### src/rtl/bkf_pkg.sv
package bkf_pkg;

    localparam int LFSR_W  = 16;
    localparam int MAX_EXP = 10;
    localparam int ATT_W   = 5;
    localparam logic [LFSR_W-1:0] LFSR_SEED = 16'hACE1;

    typedef struct packed {
        logic               valid;
        logic [MAX_EXP-1:0] slots;
    } draw_t;

    // x^16 + x^14 + x^13 + x^11 + 1, Fibonacci form
    function automatic logic [LFSR_W-1:0] lfsr_step(input logic [LFSR_W-1:0] s);
        return {s[LFSR_W-2:0], s[15] ^ s[13] ^ s[12] ^ s[10]};
    endfunction

    // bit i is set when min(n, MAX_EXP) > i
    function automatic logic [MAX_EXP-1:0] range_mask(input logic [ATT_W-1:0] n);
        logic [MAX_EXP-1:0] m;
        for (int i = 0; i < MAX_EXP; i++) begin
            m[i] = (32'(n) > i);
        end
        return m;
    endfunction

endpackage

### src/rtl/bkf_lfsr.sv
module bkf_lfsr
    import bkf_pkg::*;
(
    input  logic              clk,
    input  logic              rst,
    output logic [LFSR_W-1:0] state
);
    always_ff @(posedge clk) begin
        if (rst) state <= LFSR_SEED;
        else     state <= lfsr_step(state);
    end
endmodule

### src/rtl/bkf_draw.sv
module bkf_draw
    import bkf_pkg::*;
(
    input  logic              req,
    input  logic [LFSR_W-1:0] rnd,
    input  logic [ATT_W-1:0]  attempt,
    output draw_t             draw
);
    logic [MAX_EXP-1:0] folded;

    // fold every LFSR bit into the draw field
    always_comb begin
        folded = '0;
        for (int i = 0; i < LFSR_W; i++) begin
            folded[i % MAX_EXP] = folded[i % MAX_EXP] ^ rnd[i];
        end
    end

    always_comb begin
        draw.valid = req;
        draw.slots = folded & range_mask(attempt);
    end
endmodule

### src/rtl/bkf_slot_timer.sv
module bkf_slot_timer
    import bkf_pkg::*;
#(
    parameter int SLOT_BITS = 512
) (
    input  logic  clk,
    input  logic  rst,
    input  draw_t load,
    input  logic  bit_tick,
    input  logic  hold,
    output logic  busy,
    output logic  done
);
    localparam int BIT_W = (SLOT_BITS > 1) ? $clog2(SLOT_BITS) : 1;
    localparam logic [BIT_W-1:0] LAST_BIT = BIT_W'(SLOT_BITS - 1);

    logic [BIT_W-1:0]   bit_cnt;
    logic [MAX_EXP-1:0] slots_left;

    always_ff @(posedge clk) begin
        if (rst) begin
            busy       <= 1'b0;
            done       <= 1'b0;
            bit_cnt    <= '0;
            slots_left <= '0;
        end else begin
            done <= 1'b0;
            if (load.valid) begin
                bit_cnt    <= '0;
                slots_left <= load.slots;
                if (load.slots == '0) begin
                    busy <= 1'b0;
                    done <= 1'b1;
                end else begin
                    busy <= 1'b1;
                end
            end else if (busy && bit_tick && !hold) begin
                if (bit_cnt == LAST_BIT) begin
                    bit_cnt    <= '0;
                    slots_left <= slots_left - 1'b1;
                    if (slots_left == MAX_EXP'(1)) begin
                        busy <= 1'b0;
                        done <= 1'b1;
                    end
                end else begin
                    bit_cnt <= bit_cnt + 1'b1;
                end
            end
        end
    end
endmodule

### src/rtl/bkf_backoff_timer.sv
module bkf_backoff_timer
    import bkf_pkg::*;
#(
    parameter int SLOT_BITS = 512
) (
    input  logic               clk,
    input  logic               rst,
    input  logic               bit_tick,
    input  logic               req,
    input  logic [ATT_W-1:0]   attempt,
    input  logic               susp_en,
    input  logic               rx_carrier,
    output logic               busy,
    output logic               done,
    output logic [MAX_EXP-1:0] slot_draw
);
    logic [LFSR_W-1:0] lfsr_state;
    draw_t             draw;
    logic              hold;

    assign hold = susp_en & rx_carrier;

    bkf_lfsr u_lfsr (
        .clk   (clk),
        .rst   (rst),
        .state (lfsr_state)
    );

    bkf_draw u_draw (
        .req     (req),
        .rnd     (lfsr_state),
        .attempt (attempt),
        .draw    (draw)
    );

    bkf_slot_timer #(.SLOT_BITS(SLOT_BITS)) u_timer (
        .clk      (clk),
        .rst      (rst),
        .load     (draw),
        .bit_tick (bit_tick),
        .hold     (hold),
        .busy     (busy),
        .done     (done)
    );

    always_ff @(posedge clk) begin
        if (rst)             slot_draw <= '0;
        else if (draw.valid) slot_draw <= draw.slots;
    end
endmodule

### config.mk
export PLATFORM = sky130hd
export DESIGN_NAME = bkf_backoff_timer
export DESIGN_NICKNAME = d
export VERILOG_FILES = /design/src/rtl/bkf_pkg.sv /design/src/rtl/bkf_lfsr.sv /design/src/rtl/bkf_draw.sv /design/src/rtl/bkf_slot_timer.sv /design/src/rtl/bkf_backoff_timer.sv
export SDC_FILE = /design/constraint.sdc
export NUM_CORES = 1
export LEC_CHECK = 0
export BUFFER_PORTS_ARGS = -buffer_cell sky130_fd_sc_hd__clkbuf_2
export CORE_MARGIN = 2
export CORE_UTILIZATION = 57
export DETAILED_ROUTE_END_ITERATION = 6
export PLACE_DENSITY_LB_ADDON = 0.3
export SYNTH_ARGS = -nofsm -noshare
export SYNTH_HDL_FRONTEND = slang
export SYNTH_HIERARCHICAL = 1
export SYNTH_SLANG_ARGS = --single-unit
### constraint.sdc
create_clock -name clk -period 2.65 [get_ports clk]
set_input_delay 0.53 -clock clk [delete_from_list [all_inputs] [get_ports clk]]
set_output_delay 0.53 -clock clk [all_outputs]
set_load 0.005 [all_outputs]
==> results of run 1 <==
==> registers in the layout, summed over array words and instances, names as in the netlist <==
register and count:
u_lfsr/state 16, u_timer/busy 1, u_timer/done 1, u_timer/bit_cnt 9, u_timer/slots_left 10, slot_draw 10
==> final timing paths <==
kind	depth (start not counted)	end	start	slack, ns
worst min-delay path	1	u_lfsr/state[7]	u_lfsr/state[6]	0.44
worst min register to register	1	u_lfsr/state[7]	u_lfsr/state[6]	0.44
worst max-delay path	8	u_timer/slots_left[5]	u_timer/bit_cnt[0]	0.45
worst max register to register	8	u_timer/slots_left[5]	u_timer/bit_cnt[0]	0.45
==> per-layer routing <==
metal  wire, um  up-vias  part of all wire (%)
li1           -      828                     -
met1       1893      731                    47
met2       1919       32                    48
met3        140       11                   3.5
met4         85        0                   2.1
met5          0        -                     0
==> through the flow <==
step,utilization [%],hold slack (ns)
6_report,64.84,0.4421
5_1_grt,64.84,0.4545
4_1_cts,64.84,0.4449
3_5_place_dp,62.09,0.4217
3_3_place_gp,62.09,0.4103
2_1_floorplan,-,0.4010
==> where the power goes <==
part           internal [mW]  switching [mW]  leakage, nW  total (mW)
sequential             0.750          0.0345        0.388       0.784
combinational         0.0893           0.111        0.508       0.200
clock                  0.238           0.216       0.0515       0.454
==> synthesized netlist by cell type, drive strengths merged (2+ instances only) <==
library cell,count
xnor2,12
a211oi,5
xor2,10
inv,7
a21o,2
nor4,4
nand4,6
nand3,5
dfxtp,47
o21ai,3
a21oi,12
clkbuf,3
nand2,12
o21a,2
or2,8
buf,6
nor3,9
mux2i,11
nor2b,10
and3,2
ha,5
a31oi,4
nor2,28
==> worst max-delay path, cell delays in order, from the launching register on <==
cell and delay (ns):
dfxtp_1 0.38, ha_1 0.23, nand3_1 0.09, nor2_1 0.14
ha_1 0.22, and4b_1 0.47, nand2_1 0.09, o41ai_1 0.31
a221oi_1 0.15
==> kinds of logic (layout without fill, tap and decap cells) <==
logic type      count (synthesis)  in the layout  share of synthesized area, %
fa+ha+maj                       5              5                         2.917
compound gates                 34             34                         10.68
buf+inv                        17             39                         4.667
simple gates                   92             92                         23.75
flops                          47             47                         43.87
mux                            11             11                         5.134
xor+xnor                       22             22                         8.985
==> cell type report <==
class | instances | area, um^2
tap | 48 | 60.06
sequential | 47 | 940.9
clock buffer | 8 | 100.1
inverter | 7 | 26.28
timing repair buffer | 24 | 125.1
fill | 309 | 1277
multi-input combinational | 164 | 1104
==> cells in the final DEF, fill, tap and decap left out, types with 2 or more instances in the layout <==
cell type and instances:
dfxtp_1 47, nor2_1 27, clkbuf_2 22, xnor2_1 12, a21oi_1 12, nand2_1 12, mux2i_1 11, nor2b_1 10
xor2_1 10, nor3_1 9, clkbuf_8 7, inv_1 7, or2_1 7, nand4_1 6, nand3_1 5, ha_1 5
a211oi_1 4, o21ai_0 3, a31oi_1 3, nor4_1 3, buf_4 2, o21a_1 2, a21o_1 2
==> reports/results.ini, run 1 <==
[route]
via_per_inst=5.376
drt_first_pass_iters=4
routed_wl_mm=4.038
drt_iter0_drc=125
wl_per_cell_um=13.55
antenna_left=0
vias=1602
route.detailed.drc=0

[clocking]
clock_sinks=47
cts_tree=built
hold_buffers=0
cts_resized=0
clockRootBuffer=clkbuf_8
cts_buffers=5
cts_setup_buffers=0
htreeDepth=2
clk_pin_slew_worst_paths_ns=0.08
cts.path.max_buffers=2
clk-insertion-delay-late_ns=0.29

[floorplanning]
fp-row-count=22
io_pins=23
chipHeight_um=65.34
core_um2=3633
dieArea_um2=4269
start_util_pct=59.02
dieWidth_um=65.34

[synth]
synth_ff_type=dfxtp_1
synthArstFlopShare_pct=0
yosys.area.top_type_share_pct=43.87
synth_top_area_cell=dfxtp_1
ys_warn_count=6
syn_nets=244
avgSynthCellArea_um2=9.406
synth-seq-cells=47
synthCells=228
ys_seq_area_share_pct=43.87
synth_cell_types=48
synth-edff-count=0
netlist_area_um2=2145
synth_area_leaders=dfxtp_1, mux2i_1, xnor2_1

[sta]
hold_viol=0
worst_slack_ns=0.4471
fin_crit_ns=2.203
rsz0062_at_grt=no
tns_ns=0
drv_slew=0
slew_headroom_pct=64.78
max_freq_ghz=0.4540
final.period_utilization_pct=83.13
setup_viol=0
worst_pin_slew_ns=0.5283
finalClockSkew_ns=0.006276

[setup_path]
worst_setup_path_end_kind=flip-flop
cp_max_fo=12
crit_type=flip-flop to flip-flop
required_ns=2.81
critPathLaunchType=flip-flop
crit_arrival_ns=2.36

[global_route]
grt_pass1_vias=1543
antenna_found_initial=0
met2_usage_pct=33.04
top_usage_layer=met2
track_usage_pct=21.00
grt_max_degree=30
gr-usage-met1_pct=26.62
grt_util_met3_pct=5.993
grt_pass1_wl_mm=6.824
overflow=0

[placement]
dp_worst_setup_slack_ns=0.5120
place_area_um2=2256
place_congestion=0.8380
port_buffers=22
dpl.cell_count=290
place_hpwl_mm=2.880

[run_status]
status=completed

[layout]
fin_nets=265
drive_gt1_share_pct=15.20
final_cells=298
design_area_um2=2356
antenna_cells=0
area_growth_pct=9.860

[power]
powerDensity_nw_per_um2=610.6
power.leakage_nw=0.9470
p_total_mw=1.439
vdd_ir_drop_max_uv=454.1

[job]
max_cap_violations=0

[hold_path]
hold_class=flip-flop to flip-flop

(Power assumes the default switching activity.)
==> run 2, diff against run 1 <==
--- a/config.mk
+++ b/config.mk
@@ -5,9 +5,10 @@
 export SDC_FILE = /design/constraint.sdc
 export NUM_CORES = 1
 export LEC_CHECK = 0
+export ABC_AREA = 1
 export BUFFER_PORTS_ARGS = -buffer_cell sky130_fd_sc_hd__clkbuf_2
 export CORE_MARGIN = 2
-export CORE_UTILIZATION = 57
+export CORE_UTILIZATION = 53
 export DETAILED_ROUTE_END_ITERATION = 6
 export PLACE_DENSITY_LB_ADDON = 0.3
 export SYNTH_ARGS = -nofsm -noshare
==> constraint.sdc (replaced) <==
create_clock -name clk -period 1.95 [get_ports clk]
set_input_delay 0.39 -clock clk [delete_from_list [all_inputs] [get_ports clk]]
set_output_delay 0.39 -clock clk [all_outputs]
set_load 0.005 [all_outputs]
==> reports/results.ini, run 2 <==
[clocking]
clk_pin_slew_worst_paths_ns=0.08
htreeDepth=2
hold_buffers=0
cts.path.max_buffers=2
cts_tree=built
clock_sinks=47
cts_resized=0
cts_setup_buffers=0
clk-insertion-delay-late_ns=0.29
cts_buffers=5
clockRootBuffer=clkbuf_8

[layout]
final_cell_mix=nand2_1, inv_1, nor2_1, dfxtp_1, nand3_1
top_regs=u_lfsr/state: 16 flops, slot_draw: 10 flops, u_timer/slots_left: 10 flops
fin_nets=423
design_area_um2=2741
fill_cells=441
largest_register_ffs=16
drive_gt1_share_pct=14.25
area_growth_pct=10.43
antenna_cells=0
top_register=u_lfsr/state
multi_input_area_um2=1229
register_area_um2=943.4
final_common_cell=nand2_1

[synth]
synth_top_area_cell=dfxtp_1
synth_common_cells=nand2_1, inv_1, nor2_1
synth_ff_type=dfxtp_1
syn_nets=395
synth.most_common_cell=nand2_1
synth-simple-area-share_pct=39.47
synth_area_leaders=dfxtp_1, nand2_1, inv_1
muxShareOfSynthArea_pct=0
ys_seq_area_share_pct=37.90
synth-seq-cells=47
synth-edff-count=0
synthArstFlopShare_pct=0
synth_top_family_by_area=simple AND/OR/NAND/NOR gates
ys_warn_count=6
synthAdderAreaFrac_pct=2.520
netlist_area_um2=2482
avgSynthCellArea_um2=6.550
yosys.area.top_type_share_pct=37.90
synthCells=379
synth_compound_area_share_pct=5.796
synth-xor-area-share_pct=1.411
synth_cell_types=31

[route]
antenna_left=0
routed_wl_mm=4.985
drt_iter0_drc=95
wl_per_cell_um=10.86
route.detailed.drc=0
via_per_inst=4.869
vias=2235
drt_first_pass_iters=4

[sta]
setup_viol=0
tns_ns=0
rsz0062_at_grt=no
fin_crit_ns=1.786
final.period_utilization_pct=91.59
slew_headroom_pct=73.65
max_freq_ghz=0.5599
drv_slew=0
worst_slack_ns=0.1640
hold_slack_ns=0.4360
worst_pin_slew_ns=0.3911
hold_viol=0
finalClockSkew_ns=0.003293

[placement]
place_congestion=0.8264
place_hpwl_mm=3.841
place_area_um2=2644
port_buffers=22
dp_worst_setup_slack_ns=0.1094

[power]
powerDensity_nw_per_um2=716.9
combPwrFrac_pct=16.7
seq_power_share_pct=53.8
power.leakage_nw=1.413
p_sw_uw=552.8
switching_share_pct=28.13
clock_power_share_pct=29.5
vdd_ir_drop_max_uv=505.9
intPower_mw=1.413

[floorplanning]
io_pins=23
start_util_pct=55.86
chipHeight_um=72.44
dieWidth_um=72.44
fp-row-count=24
dieArea_um2=5247
core_um2=4444

[global_route]
track_usage_pct=21.10
antenna_found_initial=0
overflow=0
grt_max_degree=29
grt_pass1_wl_mm=8.714
grt_pass1_vias=2049

[setup_path]
critPathLaunchType=flip-flop
required_ns=2.17
worst-path-buf-inv=0
cp_top_family=simple AND/OR/NAND/NOR gates
crit_arrival_ns=2.00
cp_max_fo=9
worst_setup_path_end_kind=flip-flop
crit_chain=ha_1, nand3_1, nor3_2, ha_2, nand4_4, nor2_4, nand2_1, a31oi_1
slowest_delay_ns=0.35
cp_slowest_cell=dfxtp_1
crit_type=flip-flop to flip-flop

[hold_path]
hold_class=flip-flop to flip-flop

[job]
max_cap_violations=0

[run_status]
status=completed

## run 2: cell types whose count changed in the layout (fill, tap and decap cells not counted), moves of 4 or more
cell and change:
xnor2_1 -10, o21ai_0 +7, inv_1 +59, nor2b_1 -10, xor2_1 -8, nor2_2 +4, nand2_1 +91, nor2_1 +37
nand3_1 +20, nor3_1 -4, a211oi_1 -4, nand4_1 -4, mux2i_1 -11
## run 2: worst paths after layout
check	to	slack [ns]	from	cells past startpoint
hold reg to reg	u_lfsr/state[9]	0.44	u_lfsr/state[8]	2
hold / removal	u_lfsr/state[9]	0.44	u_lfsr/state[8]	2
setup / recovery	u_timer/slots_left[1]	0.16	u_timer/bit_cnt[1]	8
setup reg to reg	u_timer/slots_left[1]	0.16	u_timer/bit_cnt[1]	8
## run 2: kinds of logic after synthesis
logic type | Yosys count
DFF | 47
adders and majority gates | 5
buffers and inverters | 77
and+or+nand+nor | 220
xor gates and xnor gates | 4
AOI/OAI and AO/OA | 26
## run 2: area by class of cell
class	instances	share of cell area, %
clock inverter	1	0.1826
timing repair buffer	27	5.386
sequential	47	34.41
tap	52	2.373
inverter	71	9.813
multi-input combinational	255	44.82
clock buffer	6	3.012
## run 2: routing by layer
| metal | wire length, um | up-vias | global-route usage [%] |
|---|---|---|---|
| met1 | 2363 | 985 | 26.90 |
| li1 | - | 1200 | - |
| met5 | 0 | - | 0 |
| met2 | 2272 | 39 | 34.56 |
| met3 | 239 | 11 | 5.139 |
| met4 | 109 | 0 | 8.025 |
## run 2: worst reg2reg max path, cell delays in order (launching register included)
cell and delay [ns]:
dfxtp_1 0.35, ha_1 0.17, nand3_1 0.10, nor3_2 0.16, ha_2 0.24, nand4_4 0.18
nor2_4 0.25, nand2_1 0.08, a31oi_1 0.18
## run 2: metrics by stage
stage	std cells	total power, mW	util [%]
after CTS	459	1.995	61.46
final	459	1.965	61.68
after global routing	459	2.091	61.68
after floorplan	379	1.316	-
after detailed placement	452	1.406	59.49
after global placement	452	1.400	59.49
## run 2: power by group through the flow
stage	clock [mW]	sequential [mW]	combinational (mW)
6_report	0.579	1.06	0.329
5_1_grt	0.644	1.07	0.381
4_1_cts	0.609	1.06	0.330
3_5_place_dp	0	1.08	0.328
3_3_place_gp	0	1.08	0.322
2_1_floorplan	0	1.07	0.243
